==> src/rtl/uirq_pkg.sv <==
package uirq_pkg;

    typedef enum logic [3:0] {
        IID_MODEM   = 4'h0,
        IID_NONE    = 4'h1,
        IID_TXEMPTY = 4'h2,
        IID_RXDATA  = 4'h4,
        IID_LINE    = 4'h6,
        IID_TIMEOUT = 4'hC
    } iid_e;

    // sticky error bits, packed so that they line up with status bits 4:1
    typedef struct packed {
        logic brk;
        logic frm;
        logic par;
        logic ovr;
    } lerr_t;

    typedef struct packed {
        logic [3:0] en;
        logic       line_any;
        logic       tmo;
        logic       dr;
        logic       rx_at_trig;
        logic       fifo_en;
        logic       thr_pend;
        logic       mdelta;
    } enc_in_t;

    localparam int EN_RXD  = 0;
    localparam int EN_THR  = 1;
    localparam int EN_LINE = 2;
    localparam int EN_MDM  = 3;

    function automatic iid_e pick_id(enc_in_t s);
        iid_e r;
        if (s.en[EN_LINE] && s.line_any)                                 r = IID_LINE;
        else if (s.en[EN_RXD] && s.tmo)                                  r = IID_TIMEOUT;
        else if (s.en[EN_RXD] && s.dr && (!s.fifo_en || s.rx_at_trig))   r = IID_RXDATA;
        else if (s.en[EN_THR] && s.thr_pend)                             r = IID_TXEMPTY;
        else if (s.en[EN_MDM] && s.mdelta)                               r = IID_MODEM;
        else                                                             r = IID_NONE;
        return r;
    endfunction

endpackage

==> src/rtl/uirq_line_status.sv <==
module uirq_line_status
    import uirq_pkg::*;
(
    input  logic       clk,
    input  logic       rst,
    input  logic       thr_wr,
    input  logic       txf_reset,
    input  logic       tx_hold_empty,
    input  logic       tx_idle,
    input  logic       lsr_rd,
    input  logic [3:0] err_set,
    input  logic       rx_ready,
    output logic [7:0] lsr
);
    logic  thre_q, temt_q;
    lerr_t err_q, set_w, clr_w;

    assign set_w = lerr_t'(err_set);
    assign clr_w = '{brk: lsr_rd, frm: 1'b0, par: 1'b0, ovr: lsr_rd};

    always_ff @(posedge clk) begin
        if (rst) begin
            thre_q <= 1'b1;
            temt_q <= 1'b1;
            err_q  <= '0;
        end else begin
            if (txf_reset)          thre_q <= 1'b1;
            else if (thr_wr)        thre_q <= 1'b0;
            else if (tx_hold_empty) thre_q <= 1'b1;

            if (thr_wr)             temt_q <= 1'b0;
            else if (tx_idle)       temt_q <= 1'b1;

            err_q <= (err_q & ~clr_w) | set_w;
        end
    end

    assign lsr = {1'b0, temt_q, thre_q, err_q, rx_ready};

    // a read clears overrun unless a new one arrives in the same cycle
    a_r10_read_clears_overrun: assert property (@(posedge clk) disable iff (rst)
        (lsr_rd && !err_set[0]) |=> !lsr[1]);
    a_r10_parity_kept: assert property (@(posedge clk) disable iff (rst)
        (lsr_rd && lsr[2]) |=> lsr[2]);
    a_r8_write_clears_temt: assert property (@(posedge clk) disable iff (rst)
        thr_wr |=> !lsr[6]);

endmodule

==> src/rtl/uirq_thr_pend.sv <==
module uirq_thr_pend
    import uirq_pkg::*;
(
    input  logic       clk,
    input  logic       rst,
    input  logic       ier_wr,
    input  logic [3:0] ier_wdata,
    input  logic       thr_wr,
    input  logic       txf_reset,
    input  logic       tx_hold_empty,
    input  logic       iir_rd,
    input  iid_e       cur_id,
    input  logic       thre,
    output logic [3:0] ier_q,
    output logic       pend
);
    logic thr_bit_flip;

    assign thr_bit_flip = ier_wr && (ier_wdata[EN_THR] != ier_q[EN_THR]);

    always_ff @(posedge clk) begin
        if (rst) begin
            ier_q <= '0;
            pend  <= 1'b0;
        end else begin
            if (ier_wr) ier_q <= ier_wdata;

            if (txf_reset)                         pend <= 1'b1;
            else if (thr_wr)                       pend <= 1'b0;
            else if (thr_bit_flip)                 pend <= ier_wdata[EN_THR] && thre;
            else if (tx_hold_empty)                pend <= 1'b1;
            else if (iir_rd && cur_id == IID_TXEMPTY) pend <= 1'b0;
        end
    end

    // a holding-register write drops the pending flag
    a_r8_write_drops_pend: assert property (@(posedge clk) disable iff (rst)
        (thr_wr && !txf_reset) |=> !pend);
    // reading the transmit-empty code acknowledges it
    a_r7_read_acks: assert property (@(posedge clk) disable iff (rst)
        (iir_rd && cur_id == IID_TXEMPTY && !txf_reset && !thr_bit_flip && !tx_hold_empty)
        |=> !pend);
    // enabling with the holding register full leaves nothing pending
    a_r9_rearm_needs_thre: assert property (@(posedge clk) disable iff (rst)
        (thr_bit_flip && !thre && !txf_reset && !thr_wr) |=> !pend);

endmodule

==> src/rtl/uirq_encoder.sv <==
module uirq_encoder
    import uirq_pkg::*;
#(
    parameter int CNT_W = 5
) (
    input  logic [3:0]       en,
    input  logic             thr_pend,
    input  logic [7:0]       lsr,
    input  logic             fifo_en,
    input  logic [CNT_W-1:0] rx_count,
    input  logic [CNT_W-1:0] rx_trig,
    input  logic             rx_timeout,
    input  logic [3:0]       msr_delta,
    output iid_e             id,
    output logic [7:0]       iir
);
    localparam int LINE_LO = 1;
    localparam int LINE_HI = 4;

    enc_in_t s;

    always_comb begin
        s.en         = en;
        s.line_any   = |lsr[LINE_HI:LINE_LO];
        s.tmo        = rx_timeout;
        s.dr         = lsr[0];
        s.rx_at_trig = (rx_count >= rx_trig);
        s.fifo_en    = fifo_en;
        s.thr_pend   = thr_pend;
        s.mdelta     = |msr_delta;
        id           = pick_id(s);
        iir          = {{2{fifo_en}}, 2'b00, id};
    end

endmodule

==> src/rtl/uart_irq_arbiter.sv <==
module uart_irq_arbiter
    import uirq_pkg::*;
#(
    parameter int CNT_W = 5
) (
    input  logic             clk,
    input  logic             rst,
    input  logic             ier_wr,
    input  logic [7:0]       ier_wdata,
    input  logic             iir_rd,
    input  logic             lsr_rd,
    input  logic             thr_wr,
    input  logic             txf_reset,
    input  logic             tx_hold_empty,
    input  logic             tx_idle,
    input  logic [3:0]       line_err_set,
    input  logic             rx_ready,
    input  logic             fifo_en,
    input  logic [CNT_W-1:0] rx_count,
    input  logic [CNT_W-1:0] rx_trig,
    input  logic             rx_timeout,
    input  logic [3:0]       msr_delta,
    output logic [3:0]       ier_q,
    output logic [7:0]       iir,
    output logic [7:0]       lsr,
    output logic             irq
);
    iid_e id_w;
    logic pend_w;

    uirq_line_status u_ls (
        .clk           (clk),
        .rst           (rst),
        .thr_wr        (thr_wr),
        .txf_reset     (txf_reset),
        .tx_hold_empty (tx_hold_empty),
        .tx_idle       (tx_idle),
        .lsr_rd        (lsr_rd),
        .err_set       (line_err_set),
        .rx_ready      (rx_ready),
        .lsr           (lsr)
    );

    uirq_thr_pend u_tp (
        .clk           (clk),
        .rst           (rst),
        .ier_wr        (ier_wr),
        .ier_wdata     (ier_wdata[3:0]),
        .thr_wr        (thr_wr),
        .txf_reset     (txf_reset),
        .tx_hold_empty (tx_hold_empty),
        .iir_rd        (iir_rd),
        .cur_id        (id_w),
        .thre          (lsr[5]),
        .ier_q         (ier_q),
        .pend          (pend_w)
    );

    uirq_encoder #(.CNT_W(CNT_W)) u_enc (
        .en         (ier_q),
        .thr_pend   (pend_w),
        .lsr        (lsr),
        .fifo_en    (fifo_en),
        .rx_count   (rx_count),
        .rx_trig    (rx_trig),
        .rx_timeout (rx_timeout),
        .msr_delta  (msr_delta),
        .id         (id_w),
        .iir        (iir)
    );

    always_ff @(posedge clk) begin
        if (rst) irq <= 1'b0;
        else     irq <= (id_w != IID_NONE);
    end

    // request follows the previous cycle's code
    a_r6_irq_lags_code: assert property (@(posedge clk) disable iff (rst)
        irq == ($past(iir[3:0]) != 4'h1));
    // transmit FIFO reset makes the holding register empty and pending
    a_r11_fifo_reset: assert property (@(posedge clk) disable iff (rst)
        txf_reset |=> (lsr[5] && pend_w));
    // an enabled line error always owns the code
    a_r2_line_wins: assert property (@(posedge clk) disable iff (rst)
        (ier_q[2] && |lsr[4:1]) |-> (iir[3:0] == 4'h6));
    // transmitter hand-off sets holding-empty
    a_r12_hold_empty: assert property (@(posedge clk) disable iff (rst)
        (tx_hold_empty && !thr_wr) |=> lsr[5]);

endmodule

==> config.mk <==
export PLATFORM = sky130hd
export DESIGN_NAME = uart_irq_arbiter
export DESIGN_NICKNAME = d
export VERILOG_FILES = /design/src/rtl/uirq_pkg.sv /design/src/rtl/uirq_line_status.sv /design/src/rtl/uirq_thr_pend.sv /design/src/rtl/uirq_encoder.sv /design/src/rtl/uart_irq_arbiter.sv
export SDC_FILE = /design/constraint.sdc
export NUM_CORES = 1
export LEC_CHECK = 0
export ABC_CLOCK_PERIOD_IN_PS = 2450
export BUFFER_PORTS_ARGS = -buffer_cell sky130_fd_sc_hd__clkbuf_2
export CORE_ASPECT_RATIO = 1.25
export CORE_MARGIN = 10
export CORE_UTILIZATION = 35
export CTS_CLUSTER_SIZE = 8
export DETAILED_ROUTE_END_ITERATION = 10
export PLACE_DENSITY = 0.72
export SYNTH_ARGS = -nofsm -noshare
export SYNTH_HDL_FRONTEND = slang
export SYNTH_HIERARCHICAL = 1
export SYNTH_SLANG_ARGS = --single-unit
==> constraint.sdc <==
create_clock -name clk -period 2.45 [get_ports clk]
set_input_delay 0.49 -clock clk [delete_from_list [all_inputs] [get_ports clk]]
set_output_delay 0.49 -clock clk [all_outputs]
set_load 0.005 [all_outputs]
==> results of run 1 <==
-- worst paths after layout --
| check | end | slack [ps] | cells after the start |
|---|---|---|---|
| setup / recovery | iir[0] | 120 | 7 |
| hold reg to reg | u_ls/temt_q | 500 | 2 |
| setup reg to reg | u_tp/pend | 670 | 6 |
| hold / removal | u_ls/lsr[2] | 430 | 3 |
-- cells by family (layout without fill, tap and decap cells) --
logic type | count (synthesis) | count (layout) | synth area share
AO/OA/AOI/OAI | 16 | 16 | 0.182
adder cells (fa/ha/maj) | 5 | 5 | 0.0804
buffers and inverters | 25 | 67 | 0.180
flip-flops | 12 | 12 | 0.309
multiplexers | 4 | 4 | 0.0514
other | 2 | 3 | 0.00965
AND/OR/NAND/NOR | 28 | 28 | 0.188
-- synthesized netlist by cell type --
cell type  number
nor4b_2         1
a21boi_0        1
dfxtp_1        12
a31o_2          1
nor4b_1         1
buf_2           1
and3_1          1
o221a_1         1
nor2_1         12
and2_2          1
nand2_1         6
o21ai_1         1
nor3b_1         1
and4_1          1
a21oi_1         4
o41ai_1         1
mux2i_1         4
and2_1          1
conb_1          2
inv_1          12
o21bai_1        1
o21ai_0         1
o41ai_4         1
nand2b_1        2
nor2b_1         1
a21oi_2         1
a31oi_1         1
a311o_1         1
ha_1            5
buf_4          12
a311oi_2        1
-- registers in the layout, summed over array words and instances, names as in the netlist --
signal       cells
u_ls/temt_q      1
u_ls/thre_q      1
u_tp/ier_q       4
u_tp/pend        1
u_ls/lsr         4
irq              1
-- tightest hold or removal path, cell delays in order --
cell and delay (ps):
clkbuf_2 70, nor2_1 30, nor2_1 70
-- layer usage --
| metal | GRT usage | vias up | wire length [um] |
|---|---|---|---|
| met5 | 0 | - | 0 |
| met4 | 0.0611 | 0 | 28 |
| met3 | 0.0292 | 2 | 148 |
| met2 | 0.172 | 24 | 1120 |
| met1 | 0.0819 | 311 | 777 |
| li1 | - | 383 | - |
-- report_power, final --
part           switching, uW  internal [uW]  total (uW)
registers               12.6            209         222
clock network           57.0           56.7         114
logic                   53.0           64.1         117
total                    123            330         452
-- per-stage QoR --
| stage | instance area [um2] | setup WS (ps) | util | cells | hold slack (ps) |
|---|---|---|---|---|---|
| 2_1_floorplan | 782 | 334 | - | 93 | 468 |
| 3_3_place_gp | 988 | 137 | 0.457 | 163 | 477 |
| 3_5_place_dp | 988 | 62.6 | 0.457 | 163 | 490 |
| 4_1_cts | 1010 | 112 | 0.467 | 166 | 430 |
| 5_1_grt | 1010 | 6.73 | 0.467 | 166 | 436 |
| 6_report | 1010 | 121 | 0.467 | 166 | 435 |
-- area by class of cell --
class / instances / area [um2] / share of cell area
Tap cell: 31 / 38.8 / 0.0384
Sequential cell: 12 / 240 / 0.238
Inverter: 12 / 45.0 / 0.0446
Multi-Input combinational cell: 56 / 402 / 0.397
Timing Repair Buffer: 52 / 263 / 0.260
Clock buffer: 3 / 22.5 / 0.0223
==> flow_metrics.env, run 1 <==
export IMPL_status="finished clean"
export IMPL_io_pins=59
export IMPL_arrival_ps=1840
export IMPL_cp_slowest_cell="a311oi_2"
export IMPL_path_class="in -> out"
export IMPL_grt_use_total=0.0913
export IMPL_nFillCells=225
export IMPL_required_ps=1960
export IMPL_clk_insertion_delay_late_ps=260
export IMPL_skew_ps=3.10
export IMPL_dp_hpwl_um=1820
export IMPL_startpoint_type="input port"
export IMPL_drc=0
export IMPL_synth_area_leaders="dfxtp_1, buf_4, ha_1"
export IMPL_gp_congestion=0.815
export IMPL_crit_start="rx_trig[4]"
export IMPL_drv_slew=0
export IMPL_first_global_vias=786
export IMPL_cts_setup_buffers=0
export IMPL_finalCritPeriodShare=0.951
export IMPL_drt_iter0_markers=2
export IMPL_core_area_um2=2160
export IMPL_p_total_uw=452
export IMPL_antenna_found_initial=0
export IMPL_path_cells="clkbuf_2, inv_1, ha_1, and3_1, a311oi_2, and4_1, clkbuf_2"
export IMPL_synth_ff_latch_count=12
export IMPL_setup_viol=0
export IMPL_synthDistinctLibCells=31
export IMPL_ir_worst_vdd_v=0.000220
export IMPL_hold_viol=0
export IMPL_cpPeakStageDelay_ps=360
export IMPL_power_density_nw_per_um2=447
export IMPL_rsz0062_at_grt="no"
export IMPL_first_pass_iters=2
export IMPL_critPathMaxFanout=3
export IMPL_numCtsBuffers=3
export IMPL_postRouteWirelength_um=2070
export IMPL_synth_area_per_cell_um2=8.46
export IMPL_cp_num_buf_inv=3
export IMPL_grt_first_pass_wirelength_um=3370
export IMPL_mostFrequentLayoutCells="clkbuf_2, nor2_1, dfxtp_1, inv_1, nand2_1"
export IMPL_die_h_um=72.7
export IMPL_rr_startpoint="u_tp/ier_q[0]"
export IMPL_num_antenna_cells=0
export IMPL_yosys_warnings=6
export IMPL_grt_overflow_total=0
export IMPL_cap_violations=0
export IMPL_grt_start_max_net_pins=13
export IMPL_endpoint_kind="primary output"
export IMPL_p_leak_uw=0.000562
export IMPL_clockBufferDepth=2
export IMPL_initial_utilization=0.360
export IMPL_wl_per_cell_um=12.5
export IMPL_final_layout_size_suffix_gt1_frac=0.452
export IMPL_clock_sinks=12
export IMPL_syn_inst=92
export IMPL_dieArea_um2=4520
export IMPL_final_common_cell="clkbuf_2"
export IMPL_crit_path_frequent_cell="clkbuf_2"
export IMPL_synth_top_cell_area_share=0.309
export IMPL_cts_tree="done"
export IMPL_period_needed_ps=2330
export IMPL_syn_area_um2=778
export IMPL_die_x_um=62.2
export IMPL_post_cts_resized=0
export IMPL_fin_nets=180
export IMPL_rows=19
export IMPL_cts_hold_fix_buffers=0
export IMPL_htree_levels=1
export IMPL_final_antenna_net_count=0
export IMPL_ctsRootBufferMaster="clkbuf_4"
export IMPL_clkTransAtPathRegs_ps=70
export IMPL_path_delay_family="simple AND/OR/NAND/NOR gates"
export IMPL_fin_tns_setup_ps=0
export IMPL_synth_top_area_cell="dfxtp_1"
export IMPL_vias_per_cell=4.34
export IMPL_num_vias=720
export IMPL_hp_start="line_err_set[1]"
export IMPL_hold_path_class="in -> reg"
export IMPL_syn_to_final_growth_pct=29.9
export IMPL_yosysSeqAreaShare=0.309
export IMPL_port_buffers=51
export IMPL_fmax_mhz=429
Note: power is estimated with default switching activity, not from simulation.
==> run 2, diff against run 1 <==
--- a/config.mk
+++ b/config.mk
@@ -9,10 +9,10 @@
 export BUFFER_PORTS_ARGS = -buffer_cell sky130_fd_sc_hd__clkbuf_2
 export CORE_ASPECT_RATIO = 1.25
 export CORE_MARGIN = 10
-export CORE_UTILIZATION = 35
+export CORE_UTILIZATION = 34
 export CTS_CLUSTER_SIZE = 8
 export DETAILED_ROUTE_END_ITERATION = 10
-export PLACE_DENSITY = 0.72
+export PLACE_DENSITY = 0.7
 export SYNTH_ARGS = -nofsm -noshare
 export SYNTH_HDL_FRONTEND = slang
 export SYNTH_HIERARCHICAL = 1
==> run 2 against run 1 <==
Via count rose by 1.9%. Power is 0.75% higher. Hold slack improved by 1.7 ps. Combinational power about the same. Fmax increased by 1.0%. Core utilization fell by 0.51 points. Clock skew hardly changed. Critical path depth increased by 1. Global-route usage is 0.32 points lower. Wire length grew 0.19%. Count of clock-buffer cells in the layout did not move. First-iteration DRC count rose to 13 times the previous value. Critical path type unchanged. Largest power group unchanged.
==> flow_metrics.env, run 2 (synthesis results as in run 1) <==
export IMPL_status="finished clean"
export IMPL_antenna_found_initial=0
export IMPL_first_pass_iters=2
export IMPL_holdPathStages=3
export IMPL_clock_sinks=12
export IMPL_die_h_um=73.5
export IMPL_die_x_um=62.8
export IMPL_r2r_end="u_tp/pend"
export IMPL_period_needed_ps=2310
export IMPL_io_pins=59
export IMPL_grt_use_total=0.0881
export IMPL_num_vias=734
export IMPL_post_cts_resized=0
export IMPL_ff2ff_setup_slack_ps=730
export IMPL_ctsRootBufferMaster="clkbuf_4"
export IMPL_core_area_um2=2190
export IMPL_initial_utilization=0.356
export IMPL_setup_viol=0
export IMPL_gp_congestion=0.721
export IMPL_fin_nets=180
export IMPL_cts_setup_buffers=0
export IMPL_rr_startpoint="u_tp/ier_q[0]"
export IMPL_grt_overflow_total=0
export IMPL_clkTransAtPathRegs_ps=70
export IMPL_dieArea_um2=4610
export IMPL_dp_hpwl_um=1850
export IMPL_highest_layer="met4"
export IMPL_path_class="in -> out"
export IMPL_hp_start="line_err_set[0]"
export IMPL_fin_tns_setup_ps=0
export IMPL_skew_ps=3.21
export IMPL_port_buffers=51
export IMPL_crit_start="rx_trig[2]"
export IMPL_first_global_vias=773
export IMPL_critPathMaxFanout=3
export IMPL_fmax_mhz=434
export IMPL_p_leak_uw=0.000562
export IMPL_routed_wl_met2_um=1020
export IMPL_p_total_uw=456
export IMPL_required_ps=1960
export IMPL_final_common_cell="clkbuf_2"
export IMPL_drt_iter0_markers=26
export IMPL_vias_per_cell=4.42
export IMPL_numCtsBuffers=3
export IMPL_final_antenna_net_count=0
export IMPL_mostFrequentLayoutCells="clkbuf_2, nor2_1, dfxtp_1, inv_1, nand2_1"
export IMPL_wl_per_cell_um=12.5
export IMPL_cts_tree="done"
export IMPL_worst_r2r_path_depth=6
export IMPL_hold_path_class="in -> reg"
export IMPL_cts_hold_fix_buffers=0
export IMPL_grt_first_pass_wirelength_um=3310
export IMPL_rsz0062_at_grt="no"
export IMPL_rows=19
export IMPL_hold_path_end="u_ls/lsr[1]"
export IMPL_clk_insertion_delay_late_ps=260
export IMPL_drc=0
export IMPL_hold_viol=0
export IMPL_clockBufferDepth=2
export IMPL_power_density_nw_per_um2=451
export IMPL_cap_violations=0
export IMPL_ir_worst_vdd_v=0.000223
export IMPL_htree_levels=1
export IMPL_postRouteWirelength_um=2070
export IMPL_startpoint_type="input port"
export IMPL_final_layout_size_suffix_gt1_frac=0.452
export IMPL_syn_to_final_growth_pct=29.9
export IMPL_grt_start_max_net_pins=13
export IMPL_drv_slew=0
export IMPL_finalCritPeriodShare=0.941
export IMPL_wl_met3_um=193
export IMPL_met1_length_um=836
export IMPL_arrival_ps=1820
export IMPL_endpoint_kind="primary output"
export IMPL_num_antenna_cells=0
-- run 2: cell counts in the layout (fill, tap and decap cells not counted) --
Identical to the previous run, type by type.
-- run 2: metrics by stage --
step | cell area [um2] | hold slack, ps | util | std cells | setup slack, ps
6_report | 1010 | 437 | 0.462 | 166 | 144
5_1_grt | 1010 | 436 | 0.462 | 166 | 11.6
4_1_cts | 1010 | 432 | 0.462 | 166 | 115
3_5_place_dp | 988 | 496 | 0.452 | 163 | 104
3_3_place_gp | 988 | 476 | 0.452 | 163 | 131
2_1_floorplan | 782 | 468 | - | 93 | 334
-- run 2: routing by layer --
layer / GRT usage / vias up
li1: - / 380
met1: 0.0857 / 320
met4: 0.0597 / 0
met3: 0.0319 / 2
met5: 0 / -
met2: 0.155 / 32
-- run 2: cell type report --
class                           count  area (um2)
Timing Repair Buffer               52         263
Inverter                           12        45.0
Fill cell                         237        1180
Clock buffer                        3        22.5
Sequential cell                    12         240
Multi-Input combinational cell     56         402
Tap cell                           31        38.8
-- run 2: critical path, stage by stage --
cell	delay, ps
clkbuf_2	70
inv_1	30
ha_1	290
a21oi_2	120
o21ai_1	80
a311oi_2	310
and4_1	290
clkbuf_2	130
-- run 2: report_power, final --
group / total, uW / switching (uW) / internal [uW]
combinational: 117 / 52.9 / 64.2
sequential: 221 / 12.5 / 209
clock: 117 / 60.6 / 56.7
total: 456 / 126 / 330
-- run 2: how the worst max path moves through the flow --
stage           endpoint  slack (ps)
3_3_place_gp   u_tp/pend         130
6_report          iir[0]         140
5_1_grt           iir[0]          10
4_1_cts           iir[0]         120
2_1_floorplan  u_tp/pend         330
3_5_place_dp   u_tp/pend         100
